==> src/rtl/reloc_pkg.sv <==
package reloc_pkg;

    localparam int WORD_W = 32;
    localparam int OPND_W = 8;

    localparam logic [OPND_W-1:0] ALU_FIRST = 8'h81;
    localparam logic [OPND_W-1:0] ALU_LAST  = 8'h8F;
    localparam logic [OPND_W-1:0] JMP_FIRST = 8'h90;
    localparam logic [OPND_W-1:0] JMP_LAST  = 8'h94;
    localparam int ALU_FORMS = 5;
    localparam logic [WORD_W-1:0] END_WORD = 32'hFFFF_FFFF;

    typedef struct packed {
        logic [OPND_W-1:0] opcode;
        logic [OPND_W-1:0] opa;
        logic [OPND_W-1:0] opb;
        logic [OPND_W-1:0] spare;
    } img_word_t;

    typedef enum logic [1:0] {
        FIX_NONE,
        FIX_OPA,
        FIX_OPB
    } fix_sel_e;

    typedef enum logic {
        LD_IDLE,
        LD_RUN
    } ld_state_e;

    // Arithmetic opcodes repeat in groups of five forms:
    // reg<-reg, mem<-reg, reg<-mem, mem<-const, reg<-const.
    function automatic fix_sel_e classify(input logic [OPND_W-1:0] opc);
        int unsigned form;
        fix_sel_e sel;
        sel = FIX_NONE;
        form = 0;
        if (opc >= ALU_FIRST && opc <= ALU_LAST) begin
            form = (int'(opc) - int'(ALU_FIRST)) % ALU_FORMS;
            case (form)
                1, 3:    sel = FIX_OPA;
                2:       sel = FIX_OPB;
                default: sel = FIX_NONE;
            endcase
        end else if (opc >= JMP_FIRST && opc <= JMP_LAST) begin
            sel = FIX_OPA;
        end
        return sel;
    endfunction

endpackage

==> src/rtl/reloc_decode.sv <==
module reloc_decode
    import reloc_pkg::*;
(
    input  logic [OPND_W-1:0] opcode,
    input  logic              is_code,
    output fix_sel_e          sel
);
    always_comb begin
        sel = is_code ? classify(opcode) : FIX_NONE;
    end
endmodule

==> src/rtl/reloc_patcher.sv <==
module reloc_patcher
    import reloc_pkg::*;
(
    input  img_word_t         word_in,
    input  fix_sel_e          sel,
    input  logic [OPND_W-1:0] base,
    output img_word_t         word_out,
    output logic              overflow
);
    logic [OPND_W-1:0] pick;
    logic [OPND_W:0]   sum;

    always_comb begin
        pick     = (sel == FIX_OPB) ? word_in.opb : word_in.opa;
        sum      = {1'b0, pick} + {1'b0, base};
        word_out = word_in;
        overflow = 1'b0;
        case (sel)
            FIX_OPA: begin
                word_out.opa = sum[OPND_W-1:0];
                overflow     = sum[OPND_W];
            end
            FIX_OPB: begin
                word_out.opb = sum[OPND_W-1:0];
                overflow     = sum[OPND_W];
            end
            default: ;
        endcase
    end
endmodule

==> src/rtl/reloc_loader.sv <==
module reloc_loader
    import reloc_pkg::*;
#(
    parameter int ADDR_W     = 8,
    parameter int MAX_WORDS  = 31,
    parameter int DATA_WORDS = 8
) (
    input  logic              clk,
    input  logic              rst,
    input  logic              start,
    input  logic [ADDR_W-1:0] base,
    input  logic              in_valid,
    input  logic [WORD_W-1:0] in_data,
    output logic              in_ready,
    output logic              mem_we,
    output logic [ADDR_W-1:0] mem_addr,
    output logic [WORD_W-1:0] mem_wdata,
    output logic              done,
    output logic              error
);
    localparam int CNT_W = $clog2(MAX_WORDS + 1);
    localparam logic [CNT_W-1:0] LAST_POS  = CNT_W'(MAX_WORDS);
    localparam logic [CNT_W-1:0] CODE_FROM = CNT_W'(DATA_WORDS);

    ld_state_e         state;
    logic [CNT_W-1:0]  pos;
    logic [ADDR_W-1:0] base_q;
    img_word_t         cur;
    img_word_t         fixed;
    fix_sel_e          sel;
    logic              ovf;
    logic              accept;
    logic              is_end;

    assign cur      = img_word_t'(in_data);
    assign in_ready = (state == LD_RUN);
    assign accept   = in_valid && in_ready;
    assign is_end   = (in_data == END_WORD);

    reloc_decode u_decode (
        .opcode  (cur.opcode),
        .is_code (pos >= CODE_FROM),
        .sel     (sel)
    );

    reloc_patcher u_patch (
        .word_in  (cur),
        .sel      (sel),
        .base     (base_q[OPND_W-1:0]),
        .word_out (fixed),
        .overflow (ovf)
    );

    always_ff @(posedge clk) begin
        if (rst) begin
            state     <= LD_IDLE;
            pos       <= '0;
            base_q    <= '0;
            mem_we    <= 1'b0;
            mem_addr  <= '0;
            mem_wdata <= '0;
            done      <= 1'b0;
            error     <= 1'b0;
        end else begin
            mem_we <= 1'b0;
            done   <= 1'b0;
            case (state)
                LD_IDLE: begin
                    if (start) begin
                        state  <= LD_RUN;
                        pos    <= '0;
                        base_q <= base;
                        error  <= 1'b0;
                    end
                end
                LD_RUN: begin
                    if (accept) begin
                        if (is_end) begin
                            state <= LD_IDLE;
                            done  <= 1'b1;
                        end else if (pos == LAST_POS || ovf) begin
                            state <= LD_IDLE;
                            error <= 1'b1;
                        end else begin
                            mem_we    <= 1'b1;
                            mem_addr  <= base_q + ADDR_W'(pos);
                            mem_wdata <= fixed;
                            pos       <= pos + 1'b1;
                        end
                    end
                end
                default: state <= LD_IDLE;
            endcase
        end
    end


    we_after_accept_chk: assert property (@(posedge clk) disable iff (rst)
        mem_we |-> $past(in_valid && in_ready));


    data_passthru_chk: assert property (@(posedge clk) disable iff (rst)
        (accept && !is_end && pos < CODE_FROM) |=> (mem_we && mem_wdata == $past(in_data)));


    done_single_chk: assert property (@(posedge clk) disable iff (rst)
        done |=> !done);


    no_write_on_err_chk: assert property (@(posedge clk) disable iff (rst)
        error |-> (!mem_we && !in_ready && !done));


    base_hold_chk: assert property (@(posedge clk) disable iff (rst)
        (state == LD_RUN && $past(state) == LD_RUN) |-> $stable(base_q));

endmodule

==> config.mk <==
export PLATFORM = sky130hd
export DESIGN_NAME = reloc_loader
export DESIGN_NICKNAME = d
export VERILOG_FILES = /design/src/rtl/reloc_pkg.sv /design/src/rtl/reloc_decode.sv /design/src/rtl/reloc_patcher.sv /design/src/rtl/reloc_loader.sv
export SDC_FILE = /design/constraint.sdc
export NUM_CORES = 1
export LEC_CHECK = 0
export ABC_AREA = 1
export BUFFER_PORTS_ARGS = -buffer_cell sky130_fd_sc_hd__buf_4
export CORE_ASPECT_RATIO = 0.8
export CORE_MARGIN = 2
export CORE_UTILIZATION = 40
export CTS_BUF_LIST = sky130_fd_sc_hd__clkbuf_2
export DETAILED_ROUTE_END_ITERATION = 7
export PLACE_DENSITY = 0.6
export SETUP_SLACK_MARGIN = 0.4
export SYNTH_ARGS = -nofsm -noshare
export SYNTH_HDL_FRONTEND = slang
export SYNTH_SLANG_ARGS = --single-unit
export TNS_END_PERCENT = 50
==> constraint.sdc <==
create_clock -name clk -period 10.25 [get_ports clk]
set_input_delay 3.075 -clock clk [delete_from_list [all_inputs] [get_ports clk]]
set_output_delay 3.075 -clock clk [all_outputs]
set_load 0.03 [all_outputs]
Word-level counts from Yosys, hierarchy flattened
Index checks and enable logic that the tools add are counted.
{ "word_totals": {"ramBits": 0, "output_inout_bits": 44, "register_bits": 57, "n_memories": 0, "word_cells": 69, "rom_bits": 0, "latchBits": 0} }
{ "classes": {"order_cmp": 5, "reduce_logical": 11, "shift": 0, "muxes": 24, "eq_ne": 12, "addsub": 4, "mul": 0, "div": 1, "bitwise": 4} }
{ "ops": {"columns": ["cell", "count"], "rows": [
  ["$eq A32 B2 Y1 const B", 2],
  ["$eq A32 B1 Y1 const B", 1],
  ["$eq A32 B32 Y1 const B", 1],
  ["$mod A32 B4 Y32 const B", 1],
  ["$mux W8", 3],
  ["$mux W5", 4],
  ["$ge A8 B8 Y1 const B", 2],
  ["$le A8 B8 Y1 const B", 2],
  ["$reduce_and A4 Y1", 3],
  ["$mux W1", 11],
  ["$pmux W5 S2", 1],
  ["$add A8 B8 Y9", 1],
  ["$sub A8 B8 Y9 const B", 1],
  ["$add A8 B5 Y8", 1],
  ["$ne A2 B2 Y1 const B", 3],
  ["$add A5 B1 Y5 const B", 1],
  ["$eq A5 B5 Y1 const B", 1],
  ["$ge A5 B4 Y1 const B", 1],
  ["$mux W2", 2],
  ["$ne A2 B1 Y1 const B", 2],
  ["$not A1 Y1", 4],
  ["$pmux W1 S2", 2],
  ["$pmux W2 S2", 1],
  ["$reduce_or A2 Y1", 2],
  ["other kinds (6)", 8]
]} }

Longest topological paths before layout
Gate-level depths: netlist (run 1).
{ "logic_depth": {"ltp_word": 16, "depth_mapped": 68, "ltp_nobuf": 66} }

By module
Synthesis (run 1) repeated with hierarchy kept, for this count alone.
{ "unflattened": {"hier_cells": 724, "area_unflattened_um2": 4629.4} }
{ "modules_own_cells": {"columns": ["mod", "seq_area_each_um2", "area_each_um2", "cells_each", "instances"], "rows": [
  ["reloc_loader", 1141.1, 2566.2, 339, 1],
  ["reloc_decode", 0.0, 1258.7, 239, 1],
  ["reloc_patcher", 0.0, 804.5, 146, 1]
]} }

Worst setup path after synthesis (run 1)
Ideal clock, no wire load.
{ "synth_timing": {"path_kind": "input-to-reg", "from": "input in_data[25]", "to": "register mem_wdata[13]", "stages": 65, "arrival_ns": 10.390, "setup_slack_ns": -0.204, "path_buffers": 4, "required_ns": 10.185, "setup_time_ns": 0.065, "cell_sequence": "inv_1 > ha_1 > inv_1 > nor2_2 > nand3_2 > nand2_2 > nand2_1 > nand2_1 > nand2_1 > inv_1 > nand3_1 > nand3_2 > nand2_1 > nand2_2 > nand3_1 > nand2_2 > nand2_1 > nand2_1 > [... 29 more ...] > nand2_1 > o21ai_0 > ha_1 > inv_1 > fa_1 > o21ai_0 > a21oi_1 > o21ai_0 > a21oi_1 > nor2_1 > o21bai_1 > nand3_1 > nor2_1 > inv_1 > clkbuf_1 > clkbuf_1 > nor2_1 > nor2_1"} }
{ "synth_between": {"elab_chain_len": 14, "elab_cells_between_ends": 28} }
{ "synth_lines": {"columns": ["item", "line_no", "source"], "rows": [
  ["from (decl)", "reloc_loader.sv:13", "input logic [WORD_W-1:0] in_data,"],
  ["$sub A8 B8 Y9", "reloc_pkg.sv:39", "form = (int'(opc) - int'(ALU_FIRST)) % ALU_FORMS;"],
  ["$mod A32 B4 Y32", "reloc_pkg.sv:39", null],
  ["$eq A32 B1 Y1 or $eq A32 B2 Y1 (tied branches)", "reloc_pkg.sv:40", "case (form)"],
  ["$reduce_or A2 Y1", "reloc_pkg.sv:40", null],
  ["$pmux W2 S2", "reloc_pkg.sv:40", null],
  ["$mux W2", "reloc_pkg.sv:38", "if (opc >= ALU_FIRST && opc <= ALU_LAST) begin"],
  ["$mux W2", "reloc_decode.sv:9", "sel = is_code ? classify(opcode) : FIX_NONE;"],
  ["$eq A2 B2 Y1", "reloc_patcher.sv:14, reloc_patcher.sv:18", null],
  ["$mux W8", "reloc_patcher.sv:14", "pick = (sel == FIX_OPB) ? word_in.opb : word_in.opa;"],
  ["$add A8 B8 Y9", "reloc_patcher.sv:15", "sum = {1'b0, pick} + {1'b0, base};"],
  ["$mux W1", "reloc_patcher.sv:18", "case (sel)"],
  ["$logic_or A1 B1 Y1", "reloc_loader.sv:81", "end else if (pos == LAST_POS || ovf) begin"],
  ["$not A1 Y1 (no source line)", null, null],
  ["$reduce_and A4 Y1 (no source line)", null, null],
  ["to (signal assigned)", "reloc_loader.sv:87", "mem_wdata <= fixed;"],
  ["to (decl)", "reloc_loader.sv:17", "output logic [WORD_W-1:0] mem_wdata,"]
]} }
Parallel ways exist; a longest one is shown, timed or not.
A chain may end at the register's enable or synchronous reset.

Final worst setup path (run 1)
{ "layout_timing": {"from": "input in_data[25]", "to": "register pos[1]"} }
{ "layout_between": {"elab_chain_len": 14, "elab_cells_between_ends": 27} }
{ "layout_lines": {"columns": ["item", "line_no", "source"], "rows": [
  ["$sub A8 B8 Y9", "reloc_pkg.sv:39", null],
  ["$mod A32 B4 Y32", "reloc_pkg.sv:39", null],
  ["$eq A32 B1 Y1 or $eq A32 B2 Y1 (tied branches)", "reloc_pkg.sv:40", null],
  ["$reduce_or A2 Y1", "reloc_pkg.sv:40", null],
  ["$pmux W2 S2", "reloc_pkg.sv:40", null],
  ["$mux W2", "reloc_pkg.sv:38", null],
  ["$mux W2", "reloc_decode.sv:9", null],
  ["$eq A2 B2 Y1", "reloc_patcher.sv:14, reloc_patcher.sv:18", null],
  ["$mux W8", "reloc_patcher.sv:14", null],
  ["$add A8 B8 Y9", "reloc_patcher.sv:15", null],
  ["$mux W1", "reloc_patcher.sv:18", null],
  ["$logic_or A1 B1 Y1", "reloc_loader.sv:81", null],
  ["$ne A2 B2 Y1 (no source line)", null, null],
  ["$reduce_and A4 Y1 (no source line) (*)", null, null],
  ["to (signal assigned)", "reloc_loader.sv:88", "pos <= pos + 1'b1;"],
  ["to (decl)", "reloc_loader.sv:26", "logic [CNT_W-1:0] pos;"]
]} }
Every way passes the cells marked *; elsewhere a longest branch is shown, timed or not.

==> impl_metrics.py, run 1 <==
metrics = {
    "run_status": {
        "status": "completed",
    },
    "routing": {
        "first_pass_iters": 6,
        "wl_per_cell_um": 14.5,
        "routed.top_layer": "met4",
        "via_per_inst": 5.10,
        "via_count": 4564,
        "met3_length_um": 671,
        "drt_wl_total_mm": 13.0,
        "route.met2.wl_mm": 5.62,
        "wl_met1_mm": 6.57,
        "drt_iter0_markers": 417,
        "post-route-drc-count": 0,
        "final_antenna_net_count": 0,
    },
    "yosys": {
        "synth.net_count": 697,
        "synth_area_sq_um": 4130,
        "yosysTopAreaCellShare_pct": 27.6,
        "synthTopCellsByArea": "dfxtp_1 28%, nand2_1 11%, o21ai_0 8.8%",
        "yosysWarnings": 0,
        "yosysTopAreaCell": "dfxtp_1",
        "synth_cell_types": 37,
        "synth.most_common_cell": "nand2_1",
        "ys_top_cells_by_count": "119 x nand2_1, 73 x nor2_1, 73 x o21ai_0",
        "seq_area_frac_synth_pct": 27.6,
        "ys_seq_elements": 57,
        "syn_inst": 626,
        "synth_edf_count": 0,
        "syn_avg_cell_area_sq_um": 6.60,
        "synth-main-ff-cell": "dfxtp_1",
        "async_flop_share_pct": 0,
    },
    "sta": {
        "rsz0062_at_grt": "true",
        "timing.final.ws_setup_ns": 0.727,
        "setup_tns_ns": 0,
        "fin_crit_ns": 9.52,
        "max_slew_margin_pct": 56.6,
        "hold_violations": 0,
        "finClkSkew_ns": 0.0411,
        "slew_violations": 0,
        "period_share_pct": 92.9,
        "hold_slack_ns": 0.520,
        "worstMarginPinSlew_ns": 0.645,
        "setup_violations": 0,
        "fmax_mhz": 105,
    },
    "layout": {
        "fillers": 997,
        "nNetsFinal": 821,
        "drive_gt1_share_pct": 34.7,
        "fin_area_sq_um": 5750,
        "area_growth_syn_to_layout_pct": 39.2,
        "antenna-diode-count": 0,
        "fin_cells": 895,
        "fin_util_pct": 56.6,
    },
    "critical_path": {
        "crit_family": "simple AND/OR/NAND/NOR gates",
        "timing.rr.start": "pos[3]$_SDFFE_PP0P_",
        "crit_arrival_ns": 9.97,
        "rr_worst_depth": 26,
        "cp-end-kind": "flop",
        "crit_type": "input pin to flop",
        "slowest_delay_ns": 0.31,
        "critPathLaunchType": "input pin",
        "path_buf_inv": 9,
        "crit_path_frequent_cell": "nand2_2",
        "critPathSlowestCell": "ha_4",
        "regToRegSetupSlack_ns": 6.36,
        "timing.rr.end": "pos[1]$_SDFFE_PP0P_",
        "crit_fanout": 8,
        "required_ns": 10.70,
    },
    "placement": {
        "dp_hpwl_mm": 9.06,
        "dp.cells": 852,
        "portBuffers": 87,
        "globalplace.congestion": 0.905,
        "post-place-ws_ns": -0.135,
        "dpl_cell_area_sq_um": 5060,
    },
    "min_path": {
        "hold_path_end": "mem_wdata[14]$_SDFFE_PP0P_",
        "hold_class": "flop to flop",
        "min_path_cells": 2,
        "hold_path_startpoint": "mem_wdata[14]$_SDFFE_PP0P_",
    },
    "clock_network": {
        "cts_buffers": 9,
        "clk_latency_ns": 0.55,
        "tritoncts": "yes",
        "cts_root_buf": "clkbuf_2",
        "cts_max_level": 3,
        "clk_pin_slew_worst_paths_ns": 0.21,
        "clkSinkCount": 57,
        "cts_buffer_depth": 2,
    },
    "global_route": {
        "grt_pass1_vias": 3966,
        "grt_overflow": 0,
        "grt_max_degree": 48,
        "grt_usage_pct": 21.1,
        "antenna_found_initial": 0,
        "grt_pass1_wl_mm": 19.0,
    },
    "floorplanning": {
        "chipHeight_um": 94.9,
        "design.core.area_sq_um": 10200,
        "fp.dieArea_sq_um": 11200,
        "initial_utilization_pct": 40.7,
        "rows": 33,
        "fp.dieW_um": 118,
        "io_pins": 88,
    },
    "run": {
        "maxCapViolCount": 0,
    },
    "power": {
        "max-vdd-ir-drop_uv": 95.2,
        "power_density_nw_per_um2": 168,
        "power.leakage_nw": 2.80,
        "p_total_mw": 0.966,
    },
}
[worst max path at each step]
stage	slack, ns	depth (start not counted)	from	end
2_1_floorplan	0.40	65	in_data[25]	pos[0]$_SDFFE_PP0P_
3_3_place_gp	0.03	62	in_data[25]	pos[4]$_SDFFE_PP0P_
5_1_grt	0.28	64	in_data[25]	pos[1]$_SDFFE_PP0P_
4_1_cts	0.42	63	in_data[25]	pos[3]$_SDFFE_PP0P_
3_5_place_dp	-0.14	63	in_data[25]	pos[3]$_SDFFE_PP0P_
6_report	0.73	64	in_data[25]	pos[1]$_SDFFE_PP0P_
[report_power, final]
part / total (mW) / switching (mW) / leakage [nW] / internal (mW)
clock network: 0.125 / 0.0936 / 0.0591 / 0.0311
logic: 0.596 / 0.349 / 2.28 / 0.247
registers: 0.245 / 0.0102 / 0.468 / 0.235
[cell type report]
| type | instances | area [sq um] | area share, % |
|---|---|---|---|
| Multi-Input combinational cell | 478 | 3000 | 52.1 |
| Sequential cell | 57 | 1140 | 19.9 |
| Timing Repair Buffer | 133 | 1080 | 18.7 |
| Inverter | 71 | 275 | 4.79 |
| Tap cell | 140 | 175 | 3.05 |
| Clock buffer | 10 | 50.0 | 0.871 |
| Clock inverter | 6 | 35.0 | 0.609 |
[tightest hold or removal path, delay by kind of cell (launching register included)]
kind	cells	cell delay [ns]
flops	1	0.38
simple gates	1	0.07
compound gates	1	0.06
[logic make-up (layout without fill, tap and decap cells)]
kind of cell | count (synthesis) | after routing | share of synthesized area [%]
simple gates | 307 | 307 | 35.5
compound gates | 126 | 126 | 16.2
buf+inv | 91 | 220 | 8.36
flops | 57 | 57 | 27.6
fa+ha+maj | 27 | 27 | 8.55
xor+xnor | 18 | 18 | 3.82
[per-layer routing]
metal | vias up | global-route usage, %
met5 | - | 0
met1 | 2112 | 30.5
met3 | 15 | 4.29
li1 | 2298 | -
met2 | 139 | 31.4
met4 | 0 | 6.63
[placed cells by master (no fill, tap or decap), types with 4 or more instances in the layout]
cell type,Yosys,routed
a31oi_1,4,4
buf_4,1,124
a21oi_1,40,37
inv_1,64,56
nor2_4,0,4
buf_6,0,4
inv_2,7,13
dfxtp_1,57,57
nor2_1,73,69
nor2_2,11,11
nand2_2,25,24
nand2_1,119,105
clkbuf_2,0,10
xor2_1,14,12
o21ai_0,73,68
xnor2_1,4,4
ha_4,0,8
nand3_2,10,14
nand4_1,13,13
nor3_1,5,5
nand3_1,39,33
ha_1,25,15
nand2_4,2,17
[state kept, by name (all words and copies together) (netlist names)]
| register | cells |
|---|---|
| in_ready | 1 |
| error | 1 |
| mem_we | 1 |
| done | 1 |
| base_q | 8 |
| pos | 5 |
| mem_wdata | 32 |
| mem_addr | 8 |
[repair_timing]
| item | 4_1_cts | 5_1_grt |
|---|---|---|
| endpoints found under the setup margin | 1 | 48 |
| setup buffers | 0 | 23 |
| cloned | 0 | 4 |
| gates resized for setup | 1 | 83 |
| hold buffers | 0 | 0 |
| pin swaps | 0 | 41 |
| endpoints found under the hold margin | 0 | 0 |
Note: power is estimated with default switching activity, not from simulation.
==> run 2, diff against run 1 <==
Settings changed: CORE_ASPECT_RATIO 0.8 to 0.5, PLACE_DENSITY 0.6 to 0.62, REMOVE_ABC_BUFFERS from default to 1.
==> run 2 against run 1 <==
Sequential power is essentially flat. Final cell count down 0.89%. Design area is 2.7% lower. Routed wire length is 13% lower. Non-clock buffer count decreased by 8. Clock power rose by 13%. Largest cell class unchanged.
==> impl_metrics.py, run 2 (synthesis gave the netlist of run 1 again) <==
metrics = {
    "floorplanning": {
        "rows": 26,
        "initial_utilization_pct": 40.8,
        "fp.dieArea_sq_um": 11200,
        "chipHeight_um": 75.8,
        "fp.dieW_um": 148,
        "design.core.area_sq_um": 10100,
        "io_pins": 88,
    },
    "placement": {
        "dpl_cell_area_sq_um": 5070,
        "portBuffers": 87,
        "post-place-ws_ns": -0.142,
        "globalplace.congestion": 0.853,
        "dp_hpwl_mm": 8.24,
        "dp.cells": 856,
    },
    "critical_path": {
        "critPathSlowestCell": "fa_2",
        "crit_fanout": 20,
        "crit_path_frequent_cell": "nand2_2",
        "crit_type": "input pin to flop",
        "cp-end-kind": "flop",
        "slowest_delay_ns": 0.38,
        "critPathLaunchType": "input pin",
        "crit_arrival_ns": 9.77,
        "required_ns": 10.64,
        "regToRegSetupSlack_ns": 6.47,
    },
    "layout": {
        "fin_area_sq_um": 5590,
        "antenna-diode-count": 0,
        "layout_common_cells": "117 x buf_4, 104 x nand2_1, 69 x nor2_1",
        "drive_gt1_share_pct": 32.9,
        "seq_area_sq_um": 1140,
        "nNetsFinal": 813,
        "fillers": 989,
        "layout_commonest_cell": "buf_4",
        "largest_reg_flops": 32,
        "reg_top3": "mem_wdata (32), base_q (8), mem_addr (8)",
        "regMostFlops": "mem_wdata",
        "fin_cells": 887,
        "multi_input_area_sq_um": 2900,
        "area_growth_syn_to_layout_pct": 35.4,
        "fin_util_pct": 55.3,
    },
    "power": {
        "max-vdd-ir-drop_uv": 72.2,
        "clkPwrFrac_pct": 15.5,
        "combPwrFrac_pct": 57.8,
        "p_int_mw": 0.497,
        "p_total_mw": 0.910,
        "p_switching_mw": 0.413,
        "power_density_nw_per_um2": 163,
        "power.leakage_nw": 2.74,
        "pwr-share-seq_pct": 26.8,
        "switching_share_pct": 45.3,
    },
    "clock_network": {
        "clk_pin_slew_worst_paths_ns": 0.15,
        "cts_root_buf": "clkbuf_2",
        "cts_buffers": 9,
        "clk_latency_ns": 0.50,
        "cts_buffer_depth": 2,
        "tritoncts": "yes",
        "cts_max_level": 3,
        "clkSinkCount": 57,
    },
    "sta": {
        "rsz0062_at_grt": "false",
        "slew_violations": 0,
        "max_slew_margin_pct": 64.7,
        "fmax_mhz": 107,
        "setup_violations": 0,
        "setup_tns_ns": 0,
        "hold_slack_ns": 0.489,
        "fin_crit_ns": 9.37,
        "timing.final.ws_setup_ns": 0.877,
        "finClkSkew_ns": 0.0252,
        "hold_violations": 0,
        "period_share_pct": 91.4,
        "worstMarginPinSlew_ns": 0.528,
    },
    "routing": {
        "drt_iter0_markers": 235,
        "via_count": 4337,
        "first_pass_iters": 5,
        "post-route-drc-count": 0,
        "wl_per_cell_um": 12.7,
        "final_antenna_net_count": 0,
        "via_per_inst": 4.89,
        "drt_wl_total_mm": 11.3,
    },
    "min_path": {
        "hold_class": "flop to flop",
    },
    "run_status": {
        "status": "completed",
    },
    "global_route": {
        "grt_max_degree": 52,
        "grt_usage_pct": 19.4,
        "grt_pass1_vias": 3810,
        "antenna_found_initial": 0,
        "grt_overflow": 0,
        "grt_pass1_wl_mm": 17.5,
    },
    "run": {
        "maxCapViolCount": 0,
    },
}
[run 2: cell types whose count changed in the layout (fill, tap and decap cells not counted), sizes merged]
cell    change
clkbuf      -2
clkinv      -1
bufinv      +1
inv         +1
buf         -7
[run 2: final timing paths]
kind                                   start                    endpoint  depth (start not counted)
hold reg to reg   mem_wdata[14]$_SDFFE_PP0P_  mem_wdata[14]$_SDFFE_PP0P_                          2
setup / recovery                 in_data[25]   mem_wdata[6]$_SDFFE_PP0P_                         64
hold / removal    mem_wdata[14]$_SDFFE_PP0P_  mem_wdata[14]$_SDFFE_PP0P_                          2
setup reg to reg         pos[3]$_SDFFE_PP0P_   mem_wdata[6]$_SDFFE_PP0P_                         25
[run 2: timing repair]
item / CTS / global route
gates resized for setup: 1 / 76
endpoints found under the setup margin: 5 / 48
pin swaps: 0 / 21
buffers inserted: 0 / 14
hold buffers: 0 / 0
cloned: 0 / 1
[run 2: cell type report]
type	instances	area share [%]
timing repair buffer	125	17.8
multi-input combinational	478	51.8
inverter	71	4.95
clock inverter	7	1.10
tap	140	3.13
clock buffer	9	0.806
sequential	57	20.4
[run 2: routing by layer]
layer,vias to the layer above,global-route usage [%],wire length (um)
li1,2290,-,-
met5,-,0,0
met3,13,3.23,325
met2,75,33.0,5350
met4,0,5.77,136
met1,1959,25.9,5450
[run 2: critical path, delay by kind of cell]
family | cells | cell delay, ns
AOI/OAI and AO/OA | 7 | 0.84
xor gates and xnor gates | 2 | 0.34
adders and majority gates | 6 | 1.39
buffers and inverters | 10 | 0.78
and+or+nand+nor | 39 | 3.30
[run 2: power groups by stage]
| stage | logic, mW | registers (mW) | clock network (mW) |
|---|---|---|---|
| 4_1_cts | 0.458 | 0.243 | 0.145 |
| 5_1_grt | 0.587 | 0.246 | 0.156 |
| 3_3_place_gp | 0.455 | 0.248 | 0 |
| 2_1_floorplan | 0.321 | 0.266 | 0 |
| 6_report | 0.526 | 0.244 | 0.141 |
| 3_5_place_dp | 0.454 | 0.248 | 0 |
